[config.mk]
export PLATFORM = sky130hd
export DESIGN_NAME = seg_xlate
export DESIGN_NICKNAME = d
export VERILOG_FILES = /design/src/rtl/seg_pkg.sv /design/src/rtl/seg_fetch.sv /design/src/rtl/seg_cache.sv /design/src/rtl/seg_check.sv /design/src/rtl/seg_xlate.sv
export SDC_FILE = /design/constraint.sdc
export NUM_CORES = 1
export LEC_CHECK = 0
export BUFFER_PORTS_ARGS = -buffer_cell sky130_fd_sc_hd__buf_2
export CORE_MARGIN = 3
export CORE_UTILIZATION = 50
export DETAILED_ROUTE_END_ITERATION = 8
export HOLD_SLACK_MARGIN = 0.1
export PLACE_DENSITY = 0.69
export SLEW_MARGIN = 10
export SYNTH_ARGS = -nofsm -noshare
export SYNTH_HDL_FRONTEND = slang
export SYNTH_SLANG_ARGS = --single-unit
[constraint.sdc]
create_clock -name clk -period 11.8 [get_ports clk]
set_input_delay 2.36 -clock clk [delete_from_list [all_inputs] [get_ports clk]]
set_output_delay 2.36 -clock clk [all_outputs]
set_load 0.005 [all_outputs]
[src/rtl/seg_pkg.sv]
package seg_pkg;
  localparam int SEG_ADDR_W = 32;
  localparam int SEG_LIM_W  = 20;
  localparam int SEG_PG_SH  = 12;
  localparam int SEG_DESC_W = 64;

  typedef struct packed {
    logic [SEG_ADDR_W-1:0] base;
    logic [SEG_LIM_W-1:0]  limit;
    logic                  gran;
    logic                  present;
  } seg_desc_t;

  function automatic seg_desc_t desc_unpack(input logic [SEG_DESC_W-1:0] w);
    seg_desc_t d;
    d.base    = w[SEG_ADDR_W-1:0];
    d.limit   = w[SEG_ADDR_W +: SEG_LIM_W];
    d.gran    = w[SEG_ADDR_W + SEG_LIM_W];
    d.present = 1'b1;
    return d;
  endfunction
endpackage

[src/rtl/seg_fetch.sv]
module seg_fetch
  import seg_pkg::*;
#(
  parameter int NUM_SEG = 6,
  parameter int REG_W   = 3,
  parameter int SEL_W   = 16,
  parameter logic [SEG_ADDR_W-1:0] TABLE_BASE = 32'h0000_8000
) (
  input  logic                  clk,
  input  logic                  rst,
  input  logic                  ld_valid,
  input  logic [REG_W-1:0]      ld_reg,
  input  logic [SEL_W-1:0]      ld_sel,
  input  logic                  rd_ack,
  input  logic [SEG_DESC_W-1:0] rd_data,
  output logic                  busy,
  output logic [SEG_ADDR_W-1:0] rd_addr,
  output logic [REG_W-1:0]      pend_reg,
  output logic                  wr_en,
  output logic [REG_W-1:0]      wr_idx,
  output seg_desc_t             wr_desc
);
  localparam int IDX_W = SEL_W - 3;
  localparam logic [REG_W:0] NSEG = NUM_SEG[REG_W:0];

  logic             busy_q;
  logic [IDX_W-1:0] idx;
  logic             ld_ok, ld_null, ld_fetch;

  assign idx      = ld_sel[SEL_W-1:3];
  assign ld_ok    = ld_valid && !busy_q && ({1'b0, ld_reg} < NSEG);
  assign ld_null  = ld_ok && (idx == '0);
  assign ld_fetch = ld_ok && (idx != '0);

  always_ff @(posedge clk) begin
    if (rst) begin
      busy_q   <= 1'b0;
      rd_addr  <= '0;
      pend_reg <= '0;
    end else if (ld_fetch) begin
      busy_q   <= 1'b1;
      rd_addr  <= TABLE_BASE + SEG_ADDR_W'({idx, 3'b000});
      pend_reg <= ld_reg;
    end else if (busy_q && rd_ack) begin
      busy_q   <= 1'b0;
    end
  end

  assign busy    = busy_q;
  assign wr_en   = ld_null || (busy_q && rd_ack);
  assign wr_idx  = busy_q ? pend_reg : ld_reg;
  assign wr_desc = busy_q ? desc_unpack(rd_data) : '0;
endmodule

[src/rtl/seg_cache.sv]
module seg_cache
  import seg_pkg::*;
#(
  parameter int NUM_SEG = 6,
  parameter int REG_W   = 3
) (
  input  logic             clk,
  input  logic             rst,
  input  logic             wr_en,
  input  logic [REG_W-1:0] wr_idx,
  input  seg_desc_t        wr_desc,
  input  logic [REG_W-1:0] rd_idx,
  output seg_desc_t        rd_desc
);
  seg_desc_t ent [NUM_SEG];

  for (genvar g = 0; g < NUM_SEG; g++) begin : g_ent
    always_ff @(posedge clk) begin
      if (rst)
        ent[g] <= '0;
      else if (wr_en && wr_idx == REG_W'(g))
        ent[g] <= wr_desc;
    end
  end

  always_comb begin
    rd_desc = '0;
    for (int i = 0; i < NUM_SEG; i++)
      if (rd_idx == REG_W'(i)) rd_desc = ent[i];
  end
endmodule

[src/rtl/seg_check.sv]
module seg_check
  import seg_pkg::*;
#(
  parameter int OFS_W = 32
) (
  input  logic                  clk,
  input  logic                  rst,
  input  logic                  go,
  input  logic                  reg_ok,
  input  seg_desc_t             desc,
  input  logic [OFS_W-1:0]      ofs,
  output logic                  out_valid,
  output logic [SEG_ADDR_W-1:0] out_lin,
  output logic                  out_fault
);
  localparam int EFF_W = SEG_LIM_W + SEG_PG_SH;

  logic [EFF_W-1:0] lim_pg;
  logic [OFS_W-1:0] lim_eff;
  logic             bad;

  assign lim_pg  = {desc.limit, {SEG_PG_SH{1'b1}}};
  assign lim_eff = desc.gran ? OFS_W'(lim_pg) : OFS_W'(desc.limit);
  assign bad     = !reg_ok || !desc.present || (ofs > lim_eff);

  always_ff @(posedge clk) begin
    if (rst) begin
      out_valid <= 1'b0;
      out_fault <= 1'b0;
      out_lin   <= '0;
    end else begin
      out_valid <= go;
      out_fault <= go && bad;
      out_lin   <= (go && !bad) ? desc.base + SEG_ADDR_W'(ofs) : '0;
    end
  end
endmodule

[src/rtl/seg_xlate.sv]
module seg_xlate
  import seg_pkg::*;
#(
  parameter int NUM_SEG = 6,
  parameter int REG_W   = 3,
  parameter int SEL_W   = 16,
  parameter int OFS_W   = 32,
  parameter logic [SEG_ADDR_W-1:0] TABLE_BASE = 32'h0000_8000
) (
  input  logic                  clk,
  input  logic                  rst,
  input  logic                  ld_valid,
  input  logic [REG_W-1:0]      ld_reg,
  input  logic [SEL_W-1:0]      ld_sel,
  output logic                  rd_req,
  output logic [SEG_ADDR_W-1:0] rd_addr,
  input  logic                  rd_ack,
  input  logic [SEG_DESC_W-1:0] rd_data,
  input  logic                  acc_valid,
  input  logic [REG_W-1:0]      acc_reg,
  input  logic [OFS_W-1:0]      acc_ofs,
  output logic                  out_valid,
  output logic [SEG_ADDR_W-1:0] out_lin,
  output logic                  out_fault,
  output logic                  busy
);
  localparam logic [REG_W:0] NSEG = NUM_SEG[REG_W:0];

  logic             wr_en;
  logic [REG_W-1:0] wr_idx, pend_reg;
  seg_desc_t        wr_desc, rd_desc;
  logic             stall, go, reg_ok;

  seg_fetch #(.NUM_SEG(NUM_SEG), .REG_W(REG_W), .SEL_W(SEL_W),
              .TABLE_BASE(TABLE_BASE)) u_fetch (
    .clk(clk), .rst(rst), .ld_valid(ld_valid), .ld_reg(ld_reg),
    .ld_sel(ld_sel), .rd_ack(rd_ack), .rd_data(rd_data), .busy(busy),
    .rd_addr(rd_addr), .pend_reg(pend_reg), .wr_en(wr_en),
    .wr_idx(wr_idx), .wr_desc(wr_desc)
  );

  seg_cache #(.NUM_SEG(NUM_SEG), .REG_W(REG_W)) u_cache (
    .clk(clk), .rst(rst), .wr_en(wr_en), .wr_idx(wr_idx),
    .wr_desc(wr_desc), .rd_idx(acc_reg), .rd_desc(rd_desc)
  );

  assign rd_req = busy;
  assign stall  = busy && (acc_reg == pend_reg);
  assign go     = acc_valid && !stall;
  assign reg_ok = {1'b0, acc_reg} < NSEG;

  seg_check #(.OFS_W(OFS_W)) u_check (
    .clk(clk), .rst(rst), .go(go), .reg_ok(reg_ok), .desc(rd_desc),
    .ofs(acc_ofs), .out_valid(out_valid), .out_lin(out_lin),
    .out_fault(out_fault)
  );
endmodule

==> reports/results.tsv <==
stage	metric	value	unit
layout	fin_nets	1886	
drt	viasPerCell	5.79	
cts	clock_latency	0.56	ns
place	place_inst	2124	
pwr	leakagePower	8.50	nW
layout	utilization	0.578	
drt	antenna_left	0	
drt	drc_errors	0	
yosys	yosys_warnings	0	
drt	drt_wl_total	49100	um
cts	cts_setup_buffers	0	
yosys	synth_edf_count	324	
worst_hold_path	hold_path.class	reg2reg	
yosys	synth_flop_cell	edfxtp_1	
worst_setup_path	crit_path_start_kind	input pin	
sta	clock_skew	0.0258	ns
global_routing	track_usage	0.248	
floorplanning	placementRows	70	
pwr	irDropWorstVdd	136	uV
cts	cts_num_sinks	376	
drt	drt_iter0_drc	1065	
global_routing	grt_overflow_total	0	
yosys	synth_area_leaders	edfxtp_1, and2_1, dfxtp_1	
drt	drtPass1Iterations	5	
place	io_buffers	158	
sta	timing.final.max_slew_violations	0	
yosys	synth_area_per_cell	11.9	um2
job	cap_violations	0	
place	placed_area	19900	um2
place	place_hpwl	30900	um
cts	path_clk_slew	0.06	ns
worst_setup_path	cp.arrival	7.56	ns
layout	fillerInstances	3000	
sta	min_period	7.12	ns
yosys	synth-seq-cells	376	
floorplanning	die_x	199	um
yosys	yosysMostFrequentCell	and2_1	
cts	cts.repair.resized	0	
layout	reg.largest.list	u_cache.ent (324), u_check.out_lin (32), u_fetch.rd_addr (14)	
layout	final_area	21200	um2
worst_setup_path	max_stage_delay	0.77	ns
drt	vias	12700	
sta	relSlewSlack	0.150	
yosys	synth_area_leader_cell	edfxtp_1	
global_routing	grt_max_degree	56	
global_routing	grt_pass1_wl	74300	um
sta	setup_viol_count_final	0	
yosys	yosysUniqueCellTypes	66	
layout	largest_register_ffs	324	
floorplanning	coreArea	36700	um2
cts	cts_tree	built	
yosys	yosys.area.top_type_share	0.522	
worst_setup_path	crit_fanout	34	
sta	hold_violations	0	
layout	top_register	u_cache.ent	
cts	cts_buffer_depth	3	
floorplanning	fp.dieH	199	um
floorplanning	die_area	39600	um2
yosys	syn_inst	1563	
worst_setup_path	critPathCaptureType	flip-flop	
outcome	status	complete, no violations	
layout	final_cells	2200	
layout	area_delta_synth_final	13.8	%
drt	wire_per_inst	22.3	um
yosys	yosys-top-cells-count	and2_1, edfxtp_1, nor2_1	
worst_setup_path	rrSetupSlack	8.00	ns
pwr	pwr_density_cell	148	nW/um2
worst_setup_path	critical_path.cell_chain	buf_2 -> nand2_1 -> nor2_1 -> nand2_1 -> o221ai_2 -> buf_4 -> mux2i_1 -> ha_1 -> a21o_1 -> a21oi_1 -> o21ai_0 -> a2111oi_1 -> nand4_1 -> and2_1 -> buf_4 -> a31oi_1	
sta	fin_tns_setup	0	ns
place	place_congestion	0.940	
floorplanning	floorplan.initialDensity	0.508	
worst_setup_path	crit_slowest_cell	nor2_1	
yosys	synthArstFlopShare	0	
global_routing	grt_pass1_vias	12800	
layout	drive_gt1_frac	0.165	
cts	holdBufCountCts	0	
yosys	seq_area_frac_synth	0.578	
sta	fin_crit_sh	0.603	
sta	max_freq	140	MHz
floorplanning	io_pins	191	
global_routing	antenna_found_initial	3	
sta	worstMarginPinSlew	1.27	ns
cts	root_buffer	clkbuf_16	
yosys	synth_area	18600	um2
cts	cts_inserted_buffers	41	
worst_setup_path	cp.required	12.24	ns
sta	rsz0062_at_grt	false	
cts	h-tree-depth	2	
worst_setup_path	crit_type	in2reg	
[cells by family (layout without fill, tap and decap cells)]
family / Yosys count / in the layout / synth area share
buf+inv: 132 / 282 / 0.0319
flops: 376 / 376 / 0.578
other cells: 1 / 20 / 0.000201
mux: 97 / 97 / 0.0611
compound gates: 264 / 264 / 0.0976
simple gates: 601 / 601 / 0.175
xor+xnor: 28 / 28 / 0.0132
fa+ha+maj: 64 / 64 / 0.0434
[per-stage QoR]
stage / hold WS [ns] / total power, mW / worst slack (ns)
final: 0.479 / 3.13 / 4.68
after detailed placement: 0.474 / 1.89 / 4.14
after CTS: 0.487 / 3.15 / 4.73
after global placement: 0.463 / 1.88 / 4.17
after global routing: 0.521 / 3.24 / 4.29
after floorplan: 0.479 / 1.76 / 5.61
[final timing paths]
path / startpoint / to / cells after the start
worst max-delay path: acc_reg[2] / u_check.out_lin[17] / 16
worst min-delay path: u_fetch.rd_addr[16] / u_fetch.rd_addr[16] / 2
worst max register to register: u_cache.ent[2][76] / u_check.out_lin[28] / 14
worst min register to register: u_fetch.rd_addr[16] / u_fetch.rd_addr[16] / 2
[critical path, delay by kind of cell]
family,cells,cell delay [ns]
compound gates,6,1.47
fa+ha+maj,1,0.26
buf+inv,3,1.28
mux,1,0.24
simple gates,5,1.87
[cell type report]
| cell class | count | area, um2 | share of cell area |
|---|---|---|---|
| flip-flops and latches | 376 | 10800 | 0.508 |
| multi-input cells | 1072 | 7450 | 0.351 |
| clock buffers | 52 | 1120 | 0.0527 |
| repair buffers | 182 | 973 | 0.0459 |
| well taps | 468 | 586 | 0.0276 |
| clock inverters | 22 | 218 | 0.0103 |
| inverters | 26 | 97.6 | 0.00460 |
| diodes | 2 | 5.00 | 0.000236 |
[power breakdown]
part / total, mW / internal, mW / switching [mW]
Combinational: 0.355 / 0.130 / 0.225
Clock: 1.27 / 0.758 / 0.511
Sequential: 1.51 / 1.49 / 0.0151
Total: 3.13 / 2.38 / 0.752
[per-layer routing]
metal,global-route usage,share of wire
met5,0,0.00045
met4,0.0695,0.024
met3,0.0455,0.073
met2,0.406,0.47
met1,0.344,0.43
[cells in the final DEF, fill, tap and decap left out, types with 5 or more instances in the layout]
| cell | instances |
|---|---|
| dfxtp_1 | 52 |
| o21ai_0 | 17 |
| o221ai_1 | 36 |
| buf_4 | 25 |
| nor2_4 | 7 |
| a22oi_1 | 38 |
| clkinv_2 | 7 |
| edfxtp_1 | 324 |
| o21a_1 | 10 |
| mux2i_1 | 79 |
| clkinv_1 | 8 |
| nor2b_1 | 5 |
| nand2b_1 | 6 |
| nand2_1 | 79 |
| xor2_1 | 12 |
| nand4_1 | 13 |
| clkbuf_1 | 7 |
| a21o_1 | 15 |
| xnor2_1 | 16 |
| and3_1 | 5 |
| clkbuf_16 | 42 |
| nor3_1 | 12 |
| a21oi_1 | 80 |
| nand3_1 | 7 |
| a31oi_1 | 5 |
| buf_2 | 157 |
| o22ai_1 | 14 |
| and2_1 | 326 |
| a221oi_1 | 6 |
| inv_1 | 25 |
| mux4_2 | 13 |
| conb_1 | 18 |
| ha_1 | 63 |
| nor2_1 | 114 |
Power figures use the tool's default switching activity.
